`src/rtl/led_scan_pkg.sv`:
```
package led_scan_pkg;

    localparam int unsigned PWM_PERIOD = 100;
    localparam int unsigned DUTY_W     = $clog2(PWM_PERIOD + 1);
    localparam int unsigned TAIL_LEN   = 3;

    typedef logic [DUTY_W-1:0] duty_t;

    typedef enum logic {
        DIR_DOWN = 1'b0,
        DIR_UP   = 1'b1
    } dir_e;

    // Brightness for an LED at a given distance behind the spot (0 = spot).
    function automatic duty_t level_for_gap(input int gap);
        duty_t lvl;
        case (gap)
            0:       lvl = duty_t'(100);
            1:       lvl = duty_t'(50);
            2:       lvl = duty_t'(20);
            3:       lvl = duty_t'(10);
            default: lvl = '0;
        endcase
        return lvl;
    endfunction

endpackage

```
`src/rtl/led_scan_prescaler.sv`:
```
module led_scan_prescaler #(
    parameter int unsigned STEP_TICKS = 50000
) (
    input  logic clk,
    input  logic rst,
    output logic step
);
    localparam int unsigned CNT_W = (STEP_TICKS > 2) ? $clog2(STEP_TICKS) : 1;
    localparam logic [CNT_W-1:0] LAST = CNT_W'(STEP_TICKS - 1);

    typedef struct packed {
        logic [CNT_W-1:0] cnt;
    } pre_state_t;

    pre_state_t st_d, st_q;

    always_comb begin
        st_d = st_q;
        step = (st_q.cnt == LAST);
        if (step) begin
            st_d.cnt = '0;
        end else begin
            st_d.cnt = st_q.cnt + 1'b1;
        end
    end

    always_ff @(posedge clk) begin
        if (rst) begin
            st_q <= '0;
        end else begin
            st_q <= st_d;
        end
    end

endmodule

```
`src/rtl/led_scan_pwm.sv`:
```
module led_scan_pwm
    import led_scan_pkg::*;
(
    input  logic  clk,
    input  logic  rst,
    output duty_t phase
);
    localparam duty_t PHASE_LAST = duty_t'(PWM_PERIOD - 1);

    typedef struct packed {
        duty_t ph;
    } pwm_state_t;

    pwm_state_t st_d, st_q;

    always_comb begin
        st_d = st_q;
        if (st_q.ph == PHASE_LAST) begin
            st_d.ph = '0;
        end else begin
            st_d.ph = st_q.ph + 1'b1;
        end
        phase = st_q.ph;
    end

    always_ff @(posedge clk) begin
        if (rst) begin
            st_q <= '0;
        end else begin
            st_q <= st_d;
        end
    end

endmodule

```
`src/rtl/led_scan_sweep.sv`:
```
module led_scan_sweep
    import led_scan_pkg::*;
#(
    parameter int unsigned NUM_LEDS = 8,
    localparam int unsigned POS_W   = (NUM_LEDS > 2) ? $clog2(NUM_LEDS) : 1
) (
    input  logic             clk,
    input  logic             rst,
    input  logic             step,
    output logic [POS_W-1:0] pos,
    output dir_e             dir
);
    localparam logic [POS_W-1:0] POS_LAST = POS_W'(NUM_LEDS - 1);

    typedef struct packed {
        logic [POS_W-1:0] pos;
        dir_e             dir;
    } sweep_state_t;

    sweep_state_t st_d, st_q;

    always_comb begin
        st_d = st_q;
        if (step) begin
            if (st_q.dir == DIR_UP) begin
                if (st_q.pos == POS_LAST) begin
                    st_d.pos = st_q.pos - 1'b1;
                    st_d.dir = DIR_DOWN;
                end else begin
                    st_d.pos = st_q.pos + 1'b1;
                end
            end else begin
                if (st_q.pos == '0) begin
                    st_d.pos = st_q.pos + 1'b1;
                    st_d.dir = DIR_UP;
                end else begin
                    st_d.pos = st_q.pos - 1'b1;
                end
            end
        end
        pos = st_q.pos;
        dir = st_q.dir;
    end

    always_ff @(posedge clk) begin
        if (rst) begin
            st_q.pos <= '0;
            st_q.dir <= DIR_UP;
        end else begin
            st_q <= st_d;
        end
    end

endmodule

```
`src/rtl/led_scan_shade.sv`:
```
module led_scan_shade
    import led_scan_pkg::*;
#(
    parameter int unsigned NUM_LEDS = 8,
    localparam int unsigned POS_W   = (NUM_LEDS > 2) ? $clog2(NUM_LEDS) : 1
) (
    input  logic [POS_W-1:0]    pos,
    input  dir_e                dir,
    input  duty_t               phase,
    output logic [NUM_LEDS-1:0] lit
);
    for (genvar i = 0; i < NUM_LEDS; i++) begin : g_led
        duty_t lvl;
        always_comb begin
            lvl = '0;
            if (dir == DIR_UP) begin
                // tail sits below the spot
                if (i <= int'(pos)) begin
                    lvl = level_for_gap(int'(pos) - i);
                end
            end else begin
                // tail sits above the spot
                if (i >= int'(pos)) begin
                    lvl = level_for_gap(i - int'(pos));
                end
            end
            lit[i] = (phase < lvl);
        end
    end

endmodule

```
`src/rtl/led_scanner.sv`:
```
module led_scanner
    import led_scan_pkg::*;
#(
    parameter int unsigned NUM_LEDS   = 8,
    parameter int unsigned STEP_TICKS = 50000
) (
    input  logic                clk,
    input  logic                rst,
    output logic [NUM_LEDS-1:0] led
);
    localparam int unsigned POS_W = (NUM_LEDS > 2) ? $clog2(NUM_LEDS) : 1;

    typedef struct packed {
        logic [NUM_LEDS-1:0] led;
    } out_state_t;

    logic                step_pulse;
    logic [POS_W-1:0]    head_pos;
    dir_e                head_dir;
    duty_t               pwm_phase;
    logic [NUM_LEDS-1:0] lit_w;
    out_state_t          st_d, st_q;

    led_scan_prescaler #(
        .STEP_TICKS (STEP_TICKS)
    ) u_pre (
        .clk  (clk),
        .rst  (rst),
        .step (step_pulse)
    );

    led_scan_pwm u_pwm (
        .clk   (clk),
        .rst   (rst),
        .phase (pwm_phase)
    );

    led_scan_sweep #(
        .NUM_LEDS (NUM_LEDS)
    ) u_sweep (
        .clk  (clk),
        .rst  (rst),
        .step (step_pulse),
        .pos  (head_pos),
        .dir  (head_dir)
    );

    led_scan_shade #(
        .NUM_LEDS (NUM_LEDS)
    ) u_shade (
        .pos   (head_pos),
        .dir   (head_dir),
        .phase (pwm_phase),
        .lit   (lit_w)
    );

    always_comb begin
        st_d     = st_q;
        st_d.led = lit_w;
        led      = st_q.led;
    end

    always_ff @(posedge clk) begin
        if (rst) begin
            st_q <= '0;
        end else begin
            st_q <= st_d;
        end
    end

endmodule

```
`config.mk`:
```
export PLATFORM = sky130hd
export DESIGN_NAME = led_scanner
export DESIGN_NICKNAME = d
export VERILOG_FILES = /design/src/rtl/led_scan_pkg.sv /design/src/rtl/led_scan_prescaler.sv /design/src/rtl/led_scan_pwm.sv /design/src/rtl/led_scan_sweep.sv /design/src/rtl/led_scan_shade.sv /design/src/rtl/led_scanner.sv
export SDC_FILE = /design/constraint.sdc
export NUM_CORES = 1
export LEC_CHECK = 0
export BUFFER_PORTS_ARGS = -buffer_cell sky130_fd_sc_hd__buf_2
export CAP_MARGIN = 20
export CORE_UTILIZATION = 40
export CTS_BUF_LIST = sky130_fd_sc_hd__clkbuf_2 sky130_fd_sc_hd__clkbuf_4 sky130_fd_sc_hd__clkbuf_8
export DETAILED_ROUTE_END_ITERATION = 16
export SETUP_SLACK_MARGIN = 0.4
export SLEW_MARGIN = 5
export SYNTH_ARGS = -nofsm -noshare
export SYNTH_HDL_FRONTEND = slang
export SYNTH_HIERARCHICAL = 1
export SYNTH_SLANG_ARGS = --single-unit
```
`constraint.sdc`:
```
create_clock -name clk -period 4.4 [get_ports clk]
set_clock_uncertainty 0.05 [all_clocks]
set_input_delay 0 -clock clk [delete_from_list [all_inputs] [get_ports clk]]
set_output_delay 0 -clock clk [all_outputs]
set_load 0.05 [all_outputs]
```
After elaboration in Yosys (flattened, before gate mapping)
Cells that the tools add are included.
{ "word_totals": {"reg_bits": 35, "input_bits": 2, "word_cells": 159} }
{ "op_classes": {"add_sub_neg": 19, "order_cmp": 22, "n_eq_ne": 51, "muxes": 43, "reduce_logical": 19} }
{ "op_table": {"columns": ["cell", "n"], "rows": [
  ["equality test 32 x 2 -> 1 bit, second input constant", 30],
  ["zero test 32 bit", 16],
  ["equality test 32 x 1 -> 1 bit, second input constant", 15],
  ["case mux 7 bit (4 select lines)", 16],
  ["two-way mux 7 bit", 22],
  ["less-than comparator 7 bit", 8],
  ["adder 16 x 1 -> 16 bit, second input constant", 1],
  ["equality test 16 bit, second input constant", 1],
  ["subtractor 3 x 3 -> 4 bit, first input constant", 4],
  ["subtractor 3 x 3 -> 4 bit, second input constant", 4],
  ["less-or-equal comparator 3 bit, first input constant", 4],
  ["greater-or-equal comparator 3 bit, first input constant", 3],
  ["subtractor 1 x 3 -> 4 bit, first input constant", 2],
  ["subtractor 2 x 3 -> 4 bit, first input constant", 2],
  ["subtractor 3 x 2 -> 4 bit, second input constant", 2],
  ["adder 7 x 1 -> 7 bit, second input constant", 1],
  ["equality test 7 bit, second input constant", 1],
  ["equality test 3 x 2 -> 1 bit, second input constant", 2],
  ["greater-or-equal comparator 1 x 3 -> 1 bit, first input constant", 2],
  ["greater-or-equal comparator 2 x 3 -> 1 bit, first input constant", 2],
  ["less-or-equal comparator 2 x 3 -> 1 bit, first input constant", 2],
  ["two-way mux 3 bit", 2],
  ["two-way mux 4 bit", 1],
  ["OR reduction 2 bit", 2],
  ["8 further kinds", 9]
]} }

Longest topological paths before layout
Gate-level depths: netlist (run 1).
{ "depth": {"depth_word": 6, "mapped_depth": 14, "depth_no_buf": 12} }

By module
Netlist (run 1), hierarchy kept.
{ "by_module_without_submodules": {"columns": ["module", "n_inst", "cells_per_inst", "area_each_um2", "seq_area_each_um2"], "rows": [
  ["led_scan_shade", 1, 284, 2103.3, 0.0],
  ["led_scan_prescaler", 1, 81, 710.7, 320.3],
  ["led_scan_pwm", 1, 32, 302.8, 140.1],
  ["led_scan_sweep", 1, 29, 266.5, 80.1],
  ["led_scanner", 1, 16, 210.2, 160.2]
]} }

Worst setup path before layout (run 1)
OpenSTA, ideal clock, no wires.
{ "synth_timing": {"kind": "flip-flop to flip-flop", "from": "register u_sweep/pos[2] (netlist name)", "to": "register st_q, in the netlist led[0]", "t_arrival_ns": 2.892, "path_slack_ns": 1.393, "stages_incl_launch_ff": 13, "synth_period_minus_slack_ns": 3.007, "cell_sequence": "dfxtp_1 -> buf_4 -> buf_6 -> inv_1 -> ha_1 -> nand3b_1 -> o32a_1 -> ha_1 -> o21a_1 -> o21ai_0 -> nor2_1 -> a211oi_2 -> nor2b_1"} }
{ "synth_between": {"elab_chain_len": 6, "word_cells_on_any_way": 15} }
{ "synth_rtl": {"columns": ["element", "line_no", "rtl"], "rows": [
  ["subtractor 1 x 3 -> 4 bit", "led_scan_shade.sv:24", "lvl = level_for_gap(i - int'(pos));"],
  ["equality test 32 x 2 -> 1 bit, or another cell as far along", "led_scan_pkg.sv:17", "case (gap)"],
  ["case mux 7 bit (4 select lines)", "led_scan_pkg.sv:17", null],
  ["two-way mux 7 bit", "led_scan_shade.sv:23", "if (i >= int'(pos)) begin"],
  ["two-way mux 7 bit *", "led_scan_shade.sv:16", "if (dir == DIR_UP) begin"],
  ["less-than comparator 7 bit *", "led_scan_shade.sv:27", "lit[i] = (phase < lvl);"],
  ["named net lit_w[0]", "led_scanner.sv:21", "logic [NUM_LEDS-1:0] lit_w;"],
  ["to (signal assigned)", "led_scanner.sv:67", "st_q <= st_d;"],
  ["to (decl)", "led_scanner.sv:22", "out_state_t st_d, st_q;"]
]} }
Mark *: on every way through the listed nets, which the timed path passes. The rest lies on a longest branch.
A chain may end at the register's enable or synchronous reset.

Worst setup path in the final report (run 1)
{ "layout_timing": {"from": "register u_sweep/pos[1] (netlist name)", "to": "register st_q, in the netlist led[4]"} }
{ "layout_between": {"elab_chain_len": 6, "word_cells_on_any_way": 18} }
{ "layout_rtl": {"columns": ["element", "line_no"], "rows": [
  ["subtractor 3 x 3 -> 4 bit, on equally long branches", "led_scan_shade.sv:24, led_scan_shade.sv:19"],
  ["equality test 32 x 2 -> 1 bit, or another cell as far along", "led_scan_pkg.sv:17"],
  ["case mux 7 bit (4 select lines)", "led_scan_pkg.sv:17"],
  ["two-way mux 7 bit, on equally long branches", "led_scan_shade.sv:23, led_scan_shade.sv:18"],
  ["two-way mux 7 bit *", "led_scan_shade.sv:16"],
  ["less-than comparator 7 bit *", "led_scan_shade.sv:27"],
  ["named net lit_w[4]", "led_scanner.sv:21"]
]} }
Marked as above.

==> qor.txt, run 1 <==
FINISH
----------------------------------------------------------------------------------------
Number of nets in the layout ..............................................          510
Layout cells sized above 1 ................................................       0.0876
Diodes inserted ...........................................................            0
Post-route cell area ......................................................   3790 sq um
Utilization of the core after routing .....................................        0.435
Final std cells w/o fill ..................................................          553
Layout overhead on the synthesized area ...................................        5.61%

DETAILED ROUTING
----------------------------------------------------------------------------------------
Detailed Route Iter0 Violations ...........................................          173
Final routed wire length divided by cell count ............................      15.9 um
Average vias per placed instance ..........................................         5.70
DRC violations left .......................................................            0
Pre-Repair DR Iteration Count .............................................            5
Post-route antenna net violation count ....................................            0
Total vias in the final route .............................................        3,150
Sum of routed wire length over all layers .................................      8780 um

TIMING
----------------------------------------------------------------------------------------
RSZ-0062 raised after global routing ......................................        false
Tightest Pin Transition ...................................................       696 ps
Final setup margin ........................................................      1220 ps
Period utilisation layout .................................................        0.722
Achievable clock frequency ................................................      315 MHz
Count of final max-slew check failures ....................................            0
Hold Vio Cnt, Final .......................................................            0
Final setup violation count ...............................................            0
Final critical-path required period .......................................      3180 ps
Worst slew margin relative to its limit ...................................        0.535
Setup TNS Final ...........................................................         0 ps

SYNTH
----------------------------------------------------------------------------------------
Synth warn ................................................................            6
Total nets after synthesis ................................................          508
Post-synthesis register bit count .........................................           35
Mapped Area ...............................................................   3590 sq um
Cell types with the largest area share after synthesis .................... ha_1 (22%), dfxtp_1 (19%), nor2_1 (5.1%)
Leading area contributor after synthesis ..................................         ha_1
Cell types with the highest counts after synthesis ........................ ha_1 (64), nor2_1 (49), dfxtp_1 (35), nand2_1 (31), a21oi_1 (28)
Register area share after synthesis .......................................        0.195
Gate count after technology mapping .......................................          442
Async set-reset flop share out of synthesis ...............................            0
Post-synth EDFFs ..........................................................            0
Primary flip-flop cell chosen by synthesis mapping ........................      dfxtp_1
Most common cell in the synthesized netlist ...............................         ha_1
Syn avg cell area .........................................................   8.13 sq um
Count of unique library cells instantiated by Yosys .......................           76
Share of the synthesized area in the top cell type ........................        0.223

OUTCOME
----------------------------------------------------------------------------------------
Run status ................................................................ complete, no violations

GLOBAL ROUTING
----------------------------------------------------------------------------------------
Initial antenna violation count ...........................................            0
Global-route wire length before repair ....................................    14,300 um
Met2 track demand over resource in global routing .........................        0.320
Number of global-route vias before repair .................................        2,947
Met3 Track Usage GR .......................................................       0.0361
Most used routing layer in global routing .................................         met2
Largest net degree at the start of global routing .........................           56
Met1 layer usage reported by global route .................................        0.238
GRT Residual Overflow .....................................................            0
Total global routing track utilization ....................................        0.189

PWR
----------------------------------------------------------------------------------------
Internal power component ..................................................     0.512 mW
Share of power burned in combinational logic ..............................        0.072
Relative contribution of sequential cells to total power ..................        0.488
Power dissipated by switching net loads ...................................     0.173 mW
Maximum VDD drop ..........................................................  0.0000984 V
Power density relative to cell area .......................................  181 nW/um^2
Fraction of power spent switching nets ....................................        0.253
Part of the power in the clock network ....................................        0.441
Static leakage power ......................................................      1.61 nW

PLACEMENT
----------------------------------------------------------------------------------------
Total half-perimeter wirelength after legalization and detailed placement .      6310 um
Placed insts ..............................................................          545
GPL Wtd Cong ..............................................................        0.948
Instance area at placement ................................................   3680 sq um
DP Worst Slack ............................................................      1260 ps
PortBufs ..................................................................            9

CLOCK NETWORK
----------------------------------------------------------------------------------------
CTS tree ..................................................................         done
Number of buffers created by CTS ..........................................            5
H-tree levels .............................................................            2
Post-CTS Resized ..........................................................            0
Longest Clk Path Bufs .....................................................            2
Root Buffer ...............................................................     clkbuf_8
TritonCTS sink count ......................................................           35
Clk pin slew, worst setup/hold paths ......................................        90 ps
Number of post-CTS setup repair buffers ...................................            0
Worst-skew pair later-pin latency .........................................       300 ps
Total of hold buffers inserted after clock tree synthesis .................            0

WORST SETUP PATH
----------------------------------------------------------------------------------------
Maximum fanout along the worst path .......................................           20
Nature of the critical path endpoint ......................................    flip-flop
Category of the critical setup timing path ................................ flip-flop to flip-flop
Required time worst endpoint ..............................................      4580 ps
Setup crit start kind .....................................................    flip-flop
Data arrival time of the critical path ....................................      3360 ps

DIE
----------------------------------------------------------------------------------------
Site Rows .................................................................           34
Die span in y .............................................................      96.8 um
IO Pins ...................................................................           10
Core region area ..........................................................   8720 sq um
Area of the die ...........................................................   9370 sq um
Initial cell density of the core ..........................................        0.412
Die width .................................................................      96.8 um

MIN PATH
----------------------------------------------------------------------------------------
Min-Delay Path Class ...................................................... primary input to flip-flop

RUN
----------------------------------------------------------------------------------------
Max Cap Violations ........................................................            0

-- sequential cells by signal (all words and copies together), names as in the netlist --
| name | count |
|---|---|
| led | 8 |
| u_pre/st_q | 16 |
| u_pwm/phase | 7 |
| u_sweep/dir | 1 |
| u_sweep/pos | 3 |
-- per-layer routing --
layer  part of all wire  vias up
li1                   -     1606
met1               0.48     1464
met3              0.029       12
met2               0.48       68
met5                  0        -
met4              0.021        0
-- worst paths after layout --
check	from	endpoint	slack, ps	cells after the start
max	u_sweep/pos[1]	led[4]	1220	12
min	rst	led[1]	40	2
max reg2reg	u_sweep/pos[1]	led[4]	1220	12
min reg2reg	u_pre/st_q[0]	u_pre/st_q[0]	420	1
-- layout by cell type (no fill, tap or decap), types with 4 or more instances in the layout --
| master | synthesis | layout |
|---|---|---|
| xor2_1 | 4 | 4 |
| o21a_1 | 6 | 6 |
| dfxtp_1 | 35 | 35 |
| a22oi_1 | 4 | 4 |
| clkbuf_8 | 0 | 5 |
| buf_2 | 10 | 9 |
| nor4_1 | 7 | 7 |
| a21oi_1 | 28 | 28 |
| nor2b_1 | 18 | 18 |
| nand3_1 | 9 | 9 |
| nand4_1 | 5 | 5 |
| buf_4 | 3 | 4 |
| xnor2_1 | 14 | 14 |
| o21ai_0 | 17 | 17 |
| nand2_1 | 31 | 31 |
| nor2_1 | 49 | 49 |
| a31oi_1 | 10 | 10 |
| nand2b_1 | 6 | 6 |
| nor3_1 | 11 | 11 |
| ha_1 | 64 | 64 |
| inv_1 | 16 | 16 |
| and4_1 | 4 | 4 |
| a21o_1 | 9 | 9 |
| or2_1 | 4 | 4 |
-- worst max-delay path, stage by stage (launching register included) --
cell and delay (ps):
dfxtp_1 600, buf_4 320, ha_1 440, or2_2 240
nand2_1 60, nor2_1 150, a21oi_1 90, ha_1 310
a21o_1 180, a21o_1 170, a221o_1 280, a21oi_1 100
nor2b_1 120
-- kinds of logic after synthesis --
group	count (synthesis)	share of synthesized area
AOI/OAI and AO/OA	108	0.206
adders and majority gates	64	0.223
DFF	35	0.195
xor gates and xnor gates	18	0.0439
and+or+nand+nor	179	0.273
buffers and inverters	36	0.0533
muxes	2	0.00592
-- cell type report --
class	count	area, sq um
Fill cell	897	4930
Multi-Input combinational cell	371	2700
Sequential cell	35	701
Tap cell	108	135
Timing Repair Buffer	13	75.1
Inverter	18	70.1
Clock buffer	5	68.8
Clock inverter	3	43.8
-- metrics by stage --
stage / hold WS, ps / total power [mW]
floorplan: 21.6 / 0.377
global placement: 367 / 0.391
detailed placement: 375 / 0.391
CTS: 47.5 / 0.703
global route: 50.7 / 0.722
finish: 43.2 / 0.685
-- power by group through the flow --
| stage | registers, mW | clock network (mW) | logic, mW |
|---|---|---|---|
| 6_report | 0.334 | 0.302 | 0.0492 |
| 5_1_grt | 0.335 | 0.331 | 0.0559 |
| 4_1_cts | 0.334 | 0.318 | 0.0501 |
| 3_5_place_dp | 0.342 | 0 | 0.0497 |
| 3_3_place_gp | 0.342 | 0 | 0.0491 |
| 2_1_floorplan | 0.348 | 0 | 0.0297 |
(Power assumes the default switching activity.)
==> run 2: changes to the inputs <==
--- a/config.mk
+++ b/config.mk
@@ -5,6 +5,7 @@
 export SDC_FILE = /design/constraint.sdc
 export NUM_CORES = 1
 export LEC_CHECK = 0
+export ABC_AREA = 1
 export BUFFER_PORTS_ARGS = -buffer_cell sky130_fd_sc_hd__buf_2
 export CAP_MARGIN = 20
 export CORE_UTILIZATION = 40
==> constraint.sdc (replaced) <==
create_clock -name clk -period 2.6 [get_ports clk]
set_clock_uncertainty 0.05 [all_clocks]
set_input_delay 0 -clock clk [delete_from_list [all_inputs] [get_ports clk]]
set_output_delay 0 -clock clk [all_outputs]
set_load 0.05 [all_outputs]
==> qor.txt, run 2 <==
FINISH
----------------------------------------------------------------------------------------
Area used by multi-input combinational logic ..............................   2950 sq um
Max FFs per register ......................................................           16
Number of nets in the layout ..............................................          706
# fillers .................................................................          831
Leading cell type in the layout, fill and taps excluded ...................      nand2_1
Sequential cell area ......................................................    713 sq um
Layout cells sized above 1 ................................................        0.246
Layout overhead on the synthesized area ...................................        24.9%
Commonest cells after routing, fill and taps aside ........................ nand2_1 (128), inv_1 (73), nor2_1 (61)
Post-route cell area ......................................................   4690 sq um
Diodes inserted ...........................................................            0
Utilization of the core after routing .....................................        0.527
Register with the highest flop count ......................................   u_pre/st_q

CLOCK NETWORK
----------------------------------------------------------------------------------------
H-tree levels .............................................................            2
Number of buffers created by CTS ..........................................            5
Clk pin slew, worst setup/hold paths ......................................       100 ps
Longest Clk Path Bufs .....................................................            2
Root Buffer ...............................................................     clkbuf_8
Worst-skew pair later-pin latency .........................................       310 ps
TritonCTS sink count ......................................................           35
CTS tree ..................................................................         done

SYNTH
----------------------------------------------------------------------------------------
Share of the synthesized area in the top cell type ........................        0.213
Primary flip-flop cell chosen by synthesis mapping ........................      dfxtp_1
Post-synthesis register bit count .........................................           35
Cell types with the highest counts after synthesis ........................ nand2_1 (138), inv_1 (80), nor2_1 (70), ha_1 (64), a21oi_1 (51)
Synth warn ................................................................            6
Async set-reset flop share out of synthesis ...............................            0
Total nets after synthesis ................................................          656
Register area share after synthesis .......................................        0.187
Count of unique library cells instantiated by Yosys .......................           41
Leading area contributor after synthesis ..................................         ha_1
Gate count after technology mapping .......................................          590
Syn avg cell area .........................................................   6.36 sq um
Most common cell in the synthesized netlist ...............................      nand2_1
Mapped Area ...............................................................   3750 sq um
Post-synth EDFFs ..........................................................            0
Cell types with the largest area share after synthesis .................... ha_1 (21%), dfxtp_1 (19%), nand2_1 (14%)

DETAILED ROUTING
----------------------------------------------------------------------------------------
Total vias in the final route .............................................        4,046
Detailed Route Iter0 Violations ...........................................          285
DRC violations left .......................................................            0
Average vias per placed instance ..........................................         5.40
Sum of routed wire length over all layers .................................    10,900 um
Pre-Repair DR Iteration Count .............................................            5
Post-route antenna net violation count ....................................            0
Final routed wire length divided by cell count ............................      14.5 um

TIMING
----------------------------------------------------------------------------------------
Fin Hold WS ...............................................................      36.9 ps
Tightest Pin Transition ...................................................       682 ps
RSZ-0062 raised after global routing ......................................         true
Final setup margin ........................................................       349 ps
Setup TNS Final ...........................................................         0 ps
Final critical-path required period .......................................      2250 ps
Final setup violation count ...............................................            0
Achievable clock frequency ................................................      444 MHz
Hold Vio Cnt, Final .......................................................            0
Worst slew margin relative to its limit ...................................        0.545
Period utilisation layout .................................................        0.866
Count of final max-slew check failures ....................................            0

GLOBAL ROUTING
----------------------------------------------------------------------------------------
Initial antenna violation count ...........................................            0
GRT Residual Overflow .....................................................            0
Largest net degree at the start of global routing .........................           29
Total global routing track utilization ....................................        0.221
Global-route wire length before repair ....................................    17,500 um
Number of global-route vias before repair .................................        3,773

WORST SETUP PATH
----------------------------------------------------------------------------------------
Setup crit start kind .....................................................    flip-flop
Nature of the critical path endpoint ......................................    flip-flop
Required time worst endpoint ..............................................      2730 ps
Maximum fanout along the worst path .......................................            5
Category of the critical setup timing path ................................ flip-flop to flip-flop
Data arrival time of the critical path ....................................      2380 ps

DIE
----------------------------------------------------------------------------------------
Die span in y .............................................................      98.9 um
Site Rows .................................................................           34
Core region area ..........................................................   8890 sq um
Area of the die ...........................................................   9770 sq um
Initial cell density of the core ..........................................        0.422
IO Pins ...................................................................           10
Die width .................................................................      98.9 um

PLACEMENT
----------------------------------------------------------------------------------------
DP Worst Slack ............................................................       130 ps
Instance area at placement ................................................   3960 sq um
PortBufs ..................................................................            9
GPL Wtd Cong ..............................................................        0.912
Total half-perimeter wirelength after legalization and detailed placement .      7180 um

RUN
----------------------------------------------------------------------------------------
Max Cap Violations ........................................................            0

PWR
----------------------------------------------------------------------------------------
Maximum VDD drop ..........................................................   0.000179 V
Static leakage power ......................................................      2.14 nW
Power density relative to cell area .......................................  234 nW/um^2

MIN PATH
----------------------------------------------------------------------------------------
Min-Delay Path Class ...................................................... primary input to flip-flop

OUTCOME
----------------------------------------------------------------------------------------
Run status ................................................................ complete, no violations

==> run 2: worst paths after layout <==
path                                      from       endpoint  slack, ps  cells past startpoint
worst max-delay path            u_sweep/pos[1]         led[7]        350                     13
worst min-delay path                       rst         led[2]         40                      2
worst max register to register  u_sweep/pos[1]         led[7]        350                     13
worst min register to register   u_pre/st_q[0]  u_pre/st_q[0]        420                      1
==> run 2: cell families after synthesis <==
logic type / Yosys count / share of synthesized area
and+or+nand+nor: 284 / 0.328
buffers and inverters: 102 / 0.113
AOI/OAI and AO/OA: 101 / 0.149
adders and majority gates: 64 / 0.213
DFF: 35 / 0.187
xor gates and xnor gates: 4 / 0.00934
==> run 2: layout make-up <==
cell class	count	area share
Inverter	89	0.0782
Clock buffer	6	0.0176
Multi-Input combinational cell	453	0.629
Sequential cell	35	0.152
Clock inverter	2	0.00347
Tap cell	108	0.0288
Timing Repair Buffer	56	0.0907
==> run 2: worst max-delay path, stage by stage, from the launching register on <==
cell,delay (ps)
dfxtp_4,400
nand2_4,80
inv_4,90
buf_4,110
ha_1,220
nand4_1,180
o21ai_2,170
o21ai_0,120
ha_1,310
nand2_1,60
o21a_1,180
o21a_1,100
inv_1,40
nor2_1,30
==> run 2: power breakdown <==
group / switching, mW / internal [mW] / leakage [nW] / total, mW
combinational: 0.0542 / 0.0246 / 1.81 / 0.0788
clock: 0.243 / 0.217 / 0.0474 / 0.460
sequential: 0.0154 / 0.545 / 0.286 / 0.560
total: 0.312 / 0.786 / 2.14 / 1.10
==> run 2: stage by stage <==
step / power, mW / std cells
2_1_floorplan: 0.632 / 590
3_3_place_gp: 0.650 / 701
3_5_place_dp: 0.652 / 701
4_1_cts: 1.12 / 730
5_1_grt: 1.15 / 749
6_report: 1.10 / 749
==> run 2: metal layers <==
| layer | routed length, um | vias to the layer above | track usage |
|---|---|---|---|
| met5 | 0 | - | 0 |
| met4 | 287 | 0 | 0.0620 |
| met3 | 621 | 32 | 0.0418 |
| met2 | 5260 | 141 | 0.393 |
| met1 | 4690 | 1850 | 0.272 |
| li1 | - | 2023 | - |
==> run 2: repair_timing <==
item	4_1_cts	5_1_grt
gates cloned	0	0
pin swaps	8	19
hold buffers	0	0
resized for setup	18	66
buffers inserted	21	19
endpoints found under the setup margin	7	8
==> run 3: changes to the inputs <==
--- a/config.mk
+++ b/config.mk
@@ -5,9 +5,7 @@
 export SDC_FILE = /design/constraint.sdc
 export NUM_CORES = 1
 export LEC_CHECK = 0
-export ABC_AREA = 1
 export BUFFER_PORTS_ARGS = -buffer_cell sky130_fd_sc_hd__buf_2
-export CAP_MARGIN = 20
 export CORE_UTILIZATION = 40
 export CTS_BUF_LIST = sky130_fd_sc_hd__clkbuf_2 sky130_fd_sc_hd__clkbuf_4 sky130_fd_sc_hd__clkbuf_8
 export DETAILED_ROUTE_END_ITERATION = 16
==> qor.txt, run 3 (synthesis results as in run 1) <==
WORST SETUP PATH
----------------------------------------------------------------------------------------
Nature of the critical path endpoint ......................................    flip-flop
Data arrival time of the critical path ....................................      2680 ps
Required time worst endpoint ..............................................      2740 ps
Maximum fanout along the worst path .......................................            6
Setup crit start kind .....................................................    flip-flop
R2R cell count ............................................................           11
Category of the critical setup timing path ................................ flip-flop to flip-flop

TIMING
----------------------------------------------------------------------------------------
Final setup violation count ...............................................            0
Final critical-path required period .......................................      2540 ps
Worst slew margin relative to its limit ...................................        0.460
Final setup margin ........................................................      59.7 ps
Achievable clock frequency ................................................      394 MHz
RSZ-0062 raised after global routing ......................................         true
Setup TNS Final ...........................................................         0 ps
Tightest Pin Transition ...................................................       809 ps
Count of final max-slew check failures ....................................            0
Hold Vio Cnt, Final .......................................................            0
Period utilisation layout .................................................        0.977

FINISH
----------------------------------------------------------------------------------------
Post-route cell area ......................................................   4600 sq um
Layout overhead on the synthesized area ...................................        28.1%
Layout cells sized above 1 ................................................        0.295
Register with the highest flop count ......................................   u_pre/st_q
Diodes inserted ...........................................................            0
# fillers .................................................................          796
Commonest cells after routing, fill and taps aside ........................ ha_1 (49), nor2_1 (44), buf_4 (43)
Max FFs per register ......................................................           16
Number of nets in the layout ..............................................          563
Leading cell type in the layout, fill and taps excluded ...................         ha_1

CLOCK NETWORK
----------------------------------------------------------------------------------------
H-tree levels .............................................................            2
Clk pin slew, worst setup/hold paths ......................................       100 ps
Worst-skew pair later-pin latency .........................................       310 ps
Total of hold buffers inserted after clock tree synthesis .................            0
TritonCTS sink count ......................................................           35
Root Buffer ...............................................................     clkbuf_8
Number of buffers created by CTS ..........................................            5
Longest Clk Path Bufs .....................................................            2
CTS tree ..................................................................         done

DIE
----------------------------------------------------------------------------------------
IO Pins ...................................................................           10
Site Rows .................................................................           34
Die span in y .............................................................      96.8 um
Area of the die ...........................................................   9370 sq um
Die width .................................................................      96.8 um
Core region area ..........................................................   8720 sq um
Initial cell density of the core ..........................................        0.412

OUTCOME
----------------------------------------------------------------------------------------
Run status ................................................................ complete, no violations

GLOBAL ROUTING
----------------------------------------------------------------------------------------
Initial antenna violation count ...........................................            0
Total global routing track utilization ....................................        0.204
Global-route wire length before repair ....................................    15,600 um
GRT Residual Overflow .....................................................            0
Largest net degree at the start of global routing .........................           45
Number of global-route vias before repair .................................        3,142

PLACEMENT
----------------------------------------------------------------------------------------
DP Worst Slack ............................................................     -6.54 ps
GPL Wtd Cong ..............................................................        0.918
Total half-perimeter wirelength after legalization and detailed placement .      6910 um
PortBufs ..................................................................            9
Instance area at placement ................................................   3980 sq um

PWR
----------------------------------------------------------------------------------------
Power density relative to cell area .......................................  239 nW/um^2
Static leakage power ......................................................      1.92 nW
Maximum VDD drop ..........................................................   0.000235 V

DETAILED ROUTING
----------------------------------------------------------------------------------------
Total vias in the final route .............................................        3,478
Post-route antenna net violation count ....................................            0
DRC violations left .......................................................            0
Average vias per placed instance ..........................................         5.74
Detailed Route Iter0 Violations ...........................................          196
Pre-Repair DR Iteration Count .............................................            5
Final routed wire length divided by cell count ............................      16.8 um
Sum of routed wire length over all layers .................................    10,200 um

MIN PATH
----------------------------------------------------------------------------------------
Min-Delay Path Class ...................................................... primary input to flip-flop
Min-Delay Path Depth ......................................................            2

RUN
----------------------------------------------------------------------------------------
Max Cap Violations ........................................................            0

run 3: changes by cell type in the layout (fill, tap and decap cells not counted), moves of 9 or more:
cell / change
xnor2_1: +13
a21oi_1: -22
nor2b_1: +15
nand2_1: -101
a21o_1: +9
nand3_1: -21
inv_1: -60
o21ai_1: -10
nor2_2: -12
nand2_2: -10
nor2_1: -17
run 3: power breakdown:
part	internal [mW]	switching, mW
registers	0.545	0.0168
logic	0.0369	0.0563
clock network	0.193	0.253
total	0.775	0.326
run 3: worst paths after layout:
kind                       start            end  slack (ps)
hold / removal               rst         led[0]          40
setup / recovery  u_sweep/pos[2]         led[3]          60
hold reg to reg    u_pre/st_q[0]  u_pre/st_q[0]         420
setup reg to reg  u_sweep/pos[2]         led[3]          60
run 3: cell type report:
type                       instances  area [sq um]  share of cell area
timing repair buffer              66           577               0.125
inverter                          18          73.8              0.0160
sequential                        35           712               0.155
multi-input combinational        371          3010               0.655
tap                              108           135              0.0294
clock inverter                     3          22.5             0.00489
clock buffer                       5          68.8              0.0149
run 3: metrics by stage:
stage	power (mW)	hold WS, ps	util	instances
floorplan	0.637	12.4	-	442
global route	1.16	69.0	0.528	606
global placement	0.662	367	0.456	571
CTS	1.12	45.3	0.486	589
finish	1.10	40.0	0.528	606
detailed placement	0.665	371	0.456	571
run 3: what timing repair did:
item	4_1_cts	5_1_grt
cloned	1	0
pin swaps	16	28
endpoints found under the setup margin	8	8
buffers inserted	9	17
gates resized for setup	23	50
run 3: critical path, cell delays in order, from the launching register on:
cell        delay, ps
dfxtp_4           390
clkinvlp_4        190
buf_12            190
ha_4              220
nor2_4            110
o211a_1           230
a21oi_2            80
ha_1              300
and4_1            210
nand2_1            60
o311a_1           270
nor2b_2           140
run 3: layer usage:
layer	vias to the layer above	share of wire	global-route usage
met2	74	0.49	0.351
met3	18	0.031	0.0246
met4	0	0.020	0.0540
li1	1721	-	-
met1	1665	0.46	0.269
met5	-	0	0
